**src/rtl/rxq_pkg.sv**
```systemverilog
package rxq_pkg;

   typedef enum logic {
      RXQ_MODE_ASYNC = 1'b0,
      RXQ_MODE_SYNC  = 1'b1
   } rxq_mode_e;

   typedef struct packed {
      logic sw;
      logic dma;
   } rxq_clr_t;

endpackage

```
**src/rtl/rxq_idle_timer.sv**
```systemverilog
module rxq_idle_timer #(
   parameter int IDLE_BITS = 15,
   parameter int TMR_W     = $clog2(IDLE_BITS + 1)
) (
   input  logic clk,
   input  logic rst_n,
   input  logic restart_i,
   input  logic tick_i,
   output logic expired_o
);

   localparam logic [TMR_W-1:0] LIMIT = TMR_W'(IDLE_BITS);

   logic [TMR_W-1:0] cnt_q;

   generate
      if (IDLE_BITS < 1) begin : g_bad_idle
         $error("IDLE_BITS must be at least 1");
      end
      if ((1 << TMR_W) <= IDLE_BITS) begin : g_bad_tmr
         $error("TMR_W too narrow for IDLE_BITS");
      end
   endgenerate

   always_ff @(posedge clk or negedge rst_n) begin
      if (!rst_n) begin
         cnt_q <= '0;
      end else if (restart_i) begin
         cnt_q <= '0;
      end else if (tick_i && (cnt_q != LIMIT)) begin
         cnt_q <= cnt_q + 1'b1;
      end
   end

   assign expired_o = (cnt_q == LIMIT);

   // a stop pulse restarts the count
   p_restart_r3 : assert property (@(posedge clk) disable iff (!rst_n)
      restart_i |=> (cnt_q == '0));

   // once at the limit, further ticks keep it there
   p_saturate_r4 : assert property (@(posedge clk) disable iff (!rst_n)
      (expired_o && tick_i && !restart_i) |=> expired_o);

   // never beyond the limit
   p_bound_r4 : assert property (@(posedge clk) disable iff (!rst_n)
      cnt_q <= LIMIT);

   // the count only moves on a tick
   p_step_r2 : assert property (@(posedge clk) disable iff (!rst_n)
      (!restart_i && !tick_i) |=> $stable(cnt_q));

endmodule

```
**src/rtl/rxq_level_gate.sv**
```systemverilog
module rxq_level_gate #(
   parameter int CNT_W = 5
) (
   input  logic             sync_mode_i,
   input  logic [CNT_W-1:0] fill_cnt_i,
   input  logic [CNT_W-1:0] trig_lvl_i,
   input  logic             expired_i,
   output logic             set_o
);
   import rxq_pkg::*;

   rxq_mode_e mode;
   logic      has_data;
   logic      below_trig;

   assign mode       = rxq_mode_e'(sync_mode_i);
   assign has_data   = (fill_cnt_i != '0);
   assign below_trig = (fill_cnt_i < trig_lvl_i);

   always_comb begin
      set_o = 1'b0;
      if (mode == RXQ_MODE_ASYNC) begin
         set_o = expired_i && has_data && below_trig;
      end
   end

   // no set request in synchronous mode
   always_comb begin
      if (sync_mode_i) begin
         a_sync_quiet_r6 : assert (!set_o);
      end
   end

endmodule

```
**src/rtl/rxq_ack_arm.sv**
```systemverilog
module rxq_ack_arm (
   input  logic clk,
   input  logic rst_n,
   input  logic flag_i,
   input  logic reg_rd_i,
   input  logic reg_wr_i,
   input  logic reg_wdata_i,
   input  logic fifo_empty_i,
   output logic sw_clr_o
);

   logic arm_q;

   always_ff @(posedge clk or negedge rst_n) begin
      if (!rst_n) begin
         arm_q <= 1'b0;
      end else if (reg_wr_i || !flag_i) begin
         arm_q <= 1'b0;
      end else if (reg_rd_i) begin
         arm_q <= 1'b1;
      end
   end

   assign sw_clr_o = reg_wr_i && !reg_wdata_i && arm_q && fifo_empty_i;

   // a write always consumes the acknowledge
   p_arm_consumed_r9 : assert property (@(posedge clk) disable iff (!rst_n)
      reg_wr_i |=> !arm_q);

   // the acknowledge can only be armed by a read of a set flag
   p_arm_src_r8 : assert property (@(posedge clk) disable iff (!rst_n)
      $rose(arm_q) |-> $past(reg_rd_i && flag_i));

endmodule

```
**src/rtl/rxq_idle_flag.sv**
```systemverilog
module rxq_idle_flag #(
   parameter int FIFO_DEPTH = 16,
   parameter int CNT_W      = $clog2(FIFO_DEPTH + 1),
   parameter int IDLE_BITS  = 15,
   parameter bit SET_WINS   = 1'b1
) (
   input  logic             clk,
   input  logic             rst_n,
   input  logic             sync_mode_i,
   input  logic             stop_bit_i,
   input  logic             bit_tick_i,
   input  logic [CNT_W-1:0] fill_cnt_i,
   input  logic [CNT_W-1:0] trig_lvl_i,
   input  logic             fifo_empty_i,
   input  logic             dma_done_i,
   input  logic             reg_rd_i,
   input  logic             reg_wr_i,
   input  logic             reg_wdata_i,
   output logic             reg_rdata_o,
   output logic             flag_o
);
   import rxq_pkg::*;

   generate
      if (FIFO_DEPTH < 1) begin : g_bad_depth
         $error("FIFO_DEPTH must be at least 1");
      end
      if ((1 << CNT_W) <= FIFO_DEPTH) begin : g_bad_cnt
         $error("CNT_W too narrow for FIFO_DEPTH");
      end
   endgenerate

   logic     expired;
   logic     set_req;
   logic     flag_q;
   logic     flag_d;
   rxq_clr_t clr;

   rxq_idle_timer #(.IDLE_BITS(IDLE_BITS)) u_timer (
      .clk       (clk),
      .rst_n     (rst_n),
      .restart_i (stop_bit_i),
      .tick_i    (bit_tick_i),
      .expired_o (expired)
   );

   rxq_level_gate #(.CNT_W(CNT_W)) u_gate (
      .sync_mode_i (sync_mode_i),
      .fill_cnt_i  (fill_cnt_i),
      .trig_lvl_i  (trig_lvl_i),
      .expired_i   (expired),
      .set_o       (set_req)
   );

   rxq_ack_arm u_ack (
      .clk          (clk),
      .rst_n        (rst_n),
      .flag_i       (flag_q),
      .reg_rd_i     (reg_rd_i),
      .reg_wr_i     (reg_wr_i),
      .reg_wdata_i  (reg_wdata_i),
      .fifo_empty_i (fifo_empty_i),
      .sw_clr_o     (clr.sw)
   );

   assign clr.dma = dma_done_i && fifo_empty_i;

   generate
      if (SET_WINS) begin : g_set_first
         always_comb begin
            flag_d = flag_q;
            if (set_req) begin
               flag_d = 1'b1;
            end else if (clr.sw || clr.dma) begin
               flag_d = 1'b0;
            end
         end
      end else begin : g_clr_first
         always_comb begin
            flag_d = flag_q;
            if (clr.sw || clr.dma) begin
               flag_d = 1'b0;
            end else if (set_req) begin
               flag_d = 1'b1;
            end
         end
      end
   endgenerate

   always_ff @(posedge clk or negedge rst_n) begin
      if (!rst_n) begin
         flag_q <= 1'b0;
      end else begin
         flag_q <= flag_d;
      end
   end

   assign flag_o      = flag_q;
   assign reg_rdata_o = flag_q;

   // a rise never follows a cycle in synchronous mode
   p_no_sync_set_r6 : assert property (@(posedge clk) disable iff (!rst_n)
      $rose(flag_q) |-> !$past(sync_mode_i));

   // a rise needs data below the trigger level
   p_set_level_r5 : assert property (@(posedge clk) disable iff (!rst_n)
      $rose(flag_q) |-> $past((fill_cnt_i != '0) && (fill_cnt_i < trig_lvl_i)));

   // a fall needs an empty FIFO
   p_clr_drained_r9 : assert property (@(posedge clk) disable iff (!rst_n)
      $fell(flag_q) |-> $past(fifo_empty_i));

   // a write of 1 leaves a set flag set
   p_w1_keep_r8 : assert property (@(posedge clk) disable iff (!rst_n)
      (flag_q && reg_wr_i && reg_wdata_i && !dma_done_i) |=> flag_q);

   // a new stop bit with data present never clears the flag
   p_char_keep_r11 : assert property (@(posedge clk) disable iff (!rst_n)
      (flag_q && stop_bit_i && !fifo_empty_i) |=> flag_q);

endmodule

```
**config.mk**
```make
export PLATFORM = sky130hd
export DESIGN_NAME = rxq_idle_flag
export DESIGN_NICKNAME = d
export VERILOG_FILES = /design/src/rtl/rxq_pkg.sv /design/src/rtl/rxq_idle_timer.sv /design/src/rtl/rxq_level_gate.sv /design/src/rtl/rxq_ack_arm.sv /design/src/rtl/rxq_idle_flag.sv
export SDC_FILE = /design/constraint.sdc
export NUM_CORES = 1
export LEC_CHECK = 0
export ABC_AREA = 1
export BUFFER_PORTS_ARGS = -buffer_cell sky130_fd_sc_hd__buf_2
export CAP_MARGIN = 20
export CORE_AREA = 2 2 39 41
export CTS_BUF_LIST = sky130_fd_sc_hd__clkbuf_2 sky130_fd_sc_hd__clkbuf_4 sky130_fd_sc_hd__clkbuf_8
export DETAILED_ROUTE_END_ITERATION = 6
export DIE_AREA = 0 0 41 43
export GPL_TIMING_DRIVEN = 1
export PLACE_DENSITY = 0.74
export SLEW_MARGIN = 20
export SYNTH_ARGS = -nofsm -noshare
export SYNTH_HDL_FRONTEND = slang
export SYNTH_HIERARCHICAL = 1
export SYNTH_SLANG_ARGS = --single-unit
```
**constraint.sdc**
```tcl
create_clock -name clk -period 3 [get_ports clk]
set_input_delay 0.75 -clock clk [delete_from_list [all_inputs] [get_ports clk]]
set_output_delay 0.75 -clock clk [all_outputs]
set_load 0.02 [all_outputs]
```
==> metrics <==
vias in the first global route 454; hold_buf cts 0; CP required roughly 2.3 ns; drt via density around 4.3; DRT iter0 DRCs 5; Non-Filler Instances roughly 110; final hold violations 0; P per Cell Area 318 mW/mm^2; Setup Skew 0.00570 ns; total internal power about 0.15 mW; Row Count 14; Yosys cell types 16; largest family of logic cells by synthesized area simple AND/OR/NAND/NOR gates; Worst Path Max Fanout 4; Setup Crit Path Kind flip-flop to output pin; Routability Congestion 0.698; critical path launch point type flip-flop; ANT nets after route 0; Rel. slew slack between 80% and 90%; height of the die between 40 and 50 um; RSZ-0062 raised after global routing no; first-pass GRT wire length 1500 um; Critical Path End flag_o; final setup TNS 0 ns; mux contribution to synthesized area 0%; post-synthesis adder-cell area fraction between 10% and 20%; worst-margin pin slew around 0.17 ns; Avg Inst Size Synth 6.61 sq um; critical path arrival approximately 0.80 ns; setup bufs post-CTS 0; cells along the critical path buf_2; Cells after DPL 110; sw frac a little over a quarter; register area share after synthesis around 31%; CTS Buf Count 3; hpwl dp 766 um; synth-to-layout area growth 28.6%; Worst R2R Path Depth 9; status complete, no violations; Top delay family on crit path flip-flops; DR pass1 iterations 2; WL/cell between 7 and 8 um; power share of the combinational group around 20%; Pleak a little over 0.4 nW; Initial Utilization about 35%; YS warnings 6; wirelength, routed approximately 900 um; worst flop-to-flop path startpoint u_timer/cnt_q[0]; H-Tree Depth 1; Critical Path Source flag_o; clock network fraction of total power 37.3%; cell area after synthesis 489 sq um; clk buf depth 2; Post-Synth Simple-Gate Area 36.6%; CP max stage delay between 0.3 and 0.4 ns; fraction of power consumed by sequential logic a little over two fifths; FF+latch area approximately 150 sq um; Syn Inst Count 74; Peak VDD IR about 130 uV; fillcell total between 150 and 200; Pwr Total around 0.2 mW; Crit path depth 1; clock root buffer clkbuf_4; XOR/XNOR Fraction of Synth Area 1.79%; area of the core around 0.0014 sq mm; CTS tree yes; via count 490; Yosys reg bits 6; Buf/Inv on CP 1; worst hold path class input pin to asynchronous set/reset pin; clock-pin slew on the worst setup and hold paths 0.05 ns; ant diodes 0; fin crit period 1.55 ns; area of the multi-input gates between 200 and 300 sq um; initial antenna violation count 0; cts repair resizes 0; Reg-to-Reg End flag_o; clk sinks 6; largest net degree at the start of global routing 7; Critical Path End Type output pin; die area between 0.0015 and 0.002 sq mm; Synth Area in Compound Gates under 10%; CP max-delay cell dfrtp_1; Mapped Nets slightly below 100; Port Buffer Count 21; later-pin clock latency in the skew report between 0.2 and 0.3 ns; Setup-failing EPs final 0; Final period util about half; switching pwr 0.0527 mW; grt ovf 0; die width between 40 and 50 um; Max Cap Violations 0; # IOs 22; Hold Slack 0.315 ns; DRC Markers 0; gr usage total about an eighth; Worst R2R Setup Slack between 1.5 and 2 ns; fmax ~640 MHz; nets@finish roughly 120; pins over their slew limit 0; layout cell share with drive strength beyond 1 between 20% and 30%
Yosys cell counts, drive strengths merged:
cell type	n	area, sq um
nand2	24	92.6
inv	17	63.8
nor2	9	43.8
dfrtp	6	150
nand3	6	30.0
ha	5	62.6
a21oi	2	13.8
nand4	2	12.5
buf	1	7.51
clkinv	1	3.75
xor2	1	8.76
flip-flops by register name, summed over array words and instances (netlist names):
| name | cells |
|---|---|
| u_timer/cnt_q | 4 |
| flag_o | 1 |
| u_ack/arm_q | 1 |
power by group through the flow:
stage / Combinational (mW) / Clock [mW] / Sequential [mW]
final: 0.0395 / 0.0747 / 0.0862
after global routing: 0.0467 / 0.0809 / 0.0865
after CTS: 0.0402 / 0.0789 / 0.0861
after detailed placement: 0.0400 / 0 / 0.0874
after global placement: 0.0385 / 0 / 0.0873
after floorplan: 0.0214 / 0 / 0.0869
cells by family (layout without fill, tap and decap cells):
family                     count (synthesis)  count (layout)
DFF                                        6               6
xor gates and xnor gates                   1               1
AOI/OAI and AO/OA                          2               2
adders and majority gates                  5               5
buffers and inverters                     19              42
and+or+nand+nor                           41              41
area by class of cell:
class	instances	share of cell area [%]
Clock buffer	3	3.58
Sequential cell	6	23.9
Multi-Input combinational cell	49	41.9
Tap cell	16	3.18
Timing Repair Buffer	21	16.7
Inverter	18	10.7
layout by cell type (no fill, tap or decap), drive strengths merged:
| cell | instances |
|---|---|
| nand2 | 24 |
| nand3 | 6 |
| buf | 21 |
| dfrtp | 6 |
| nand4 | 2 |
| xor2 | 1 |
| nor2 | 9 |
| clkbuf | 3 |
| inv | 17 |
| a21oi | 2 |
| clkinv | 1 |
| ha | 5 |
stage by stage:
step                      area (sq um)  utilization [%]  setup slack, ns
after detailed placement           607             43.9             1.33
after floorplan                    489                -             1.49
after global routing               629             45.5             1.40
final                              629             45.5             1.45
after CTS                          629             45.5             1.43
after global placement             607             43.9             1.36
per-layer routing:
layer,GRT usage (%),part of all wire (%)
met3,4.71,6.4
met4,4.00,0.90
met1,12.7,44
met5,0,0
met2,20.6,49
worst min path at each step:
stage                startpoint               end  slack [ns]  depth (start not counted)
floorplan                 rst_n            flag_o        0.45                          0
global placement    u_ack/arm_q       u_ack/arm_q        0.50                          2
detailed placement  u_ack/arm_q       u_ack/arm_q        0.51                          2
CTS                       rst_n  u_timer/cnt_q[2]        0.31                          1
global route              rst_n       u_ack/arm_q        0.32                          1
finish                    rst_n  u_timer/cnt_q[3]        0.32                          1
(Power assumes the default switching activity.)
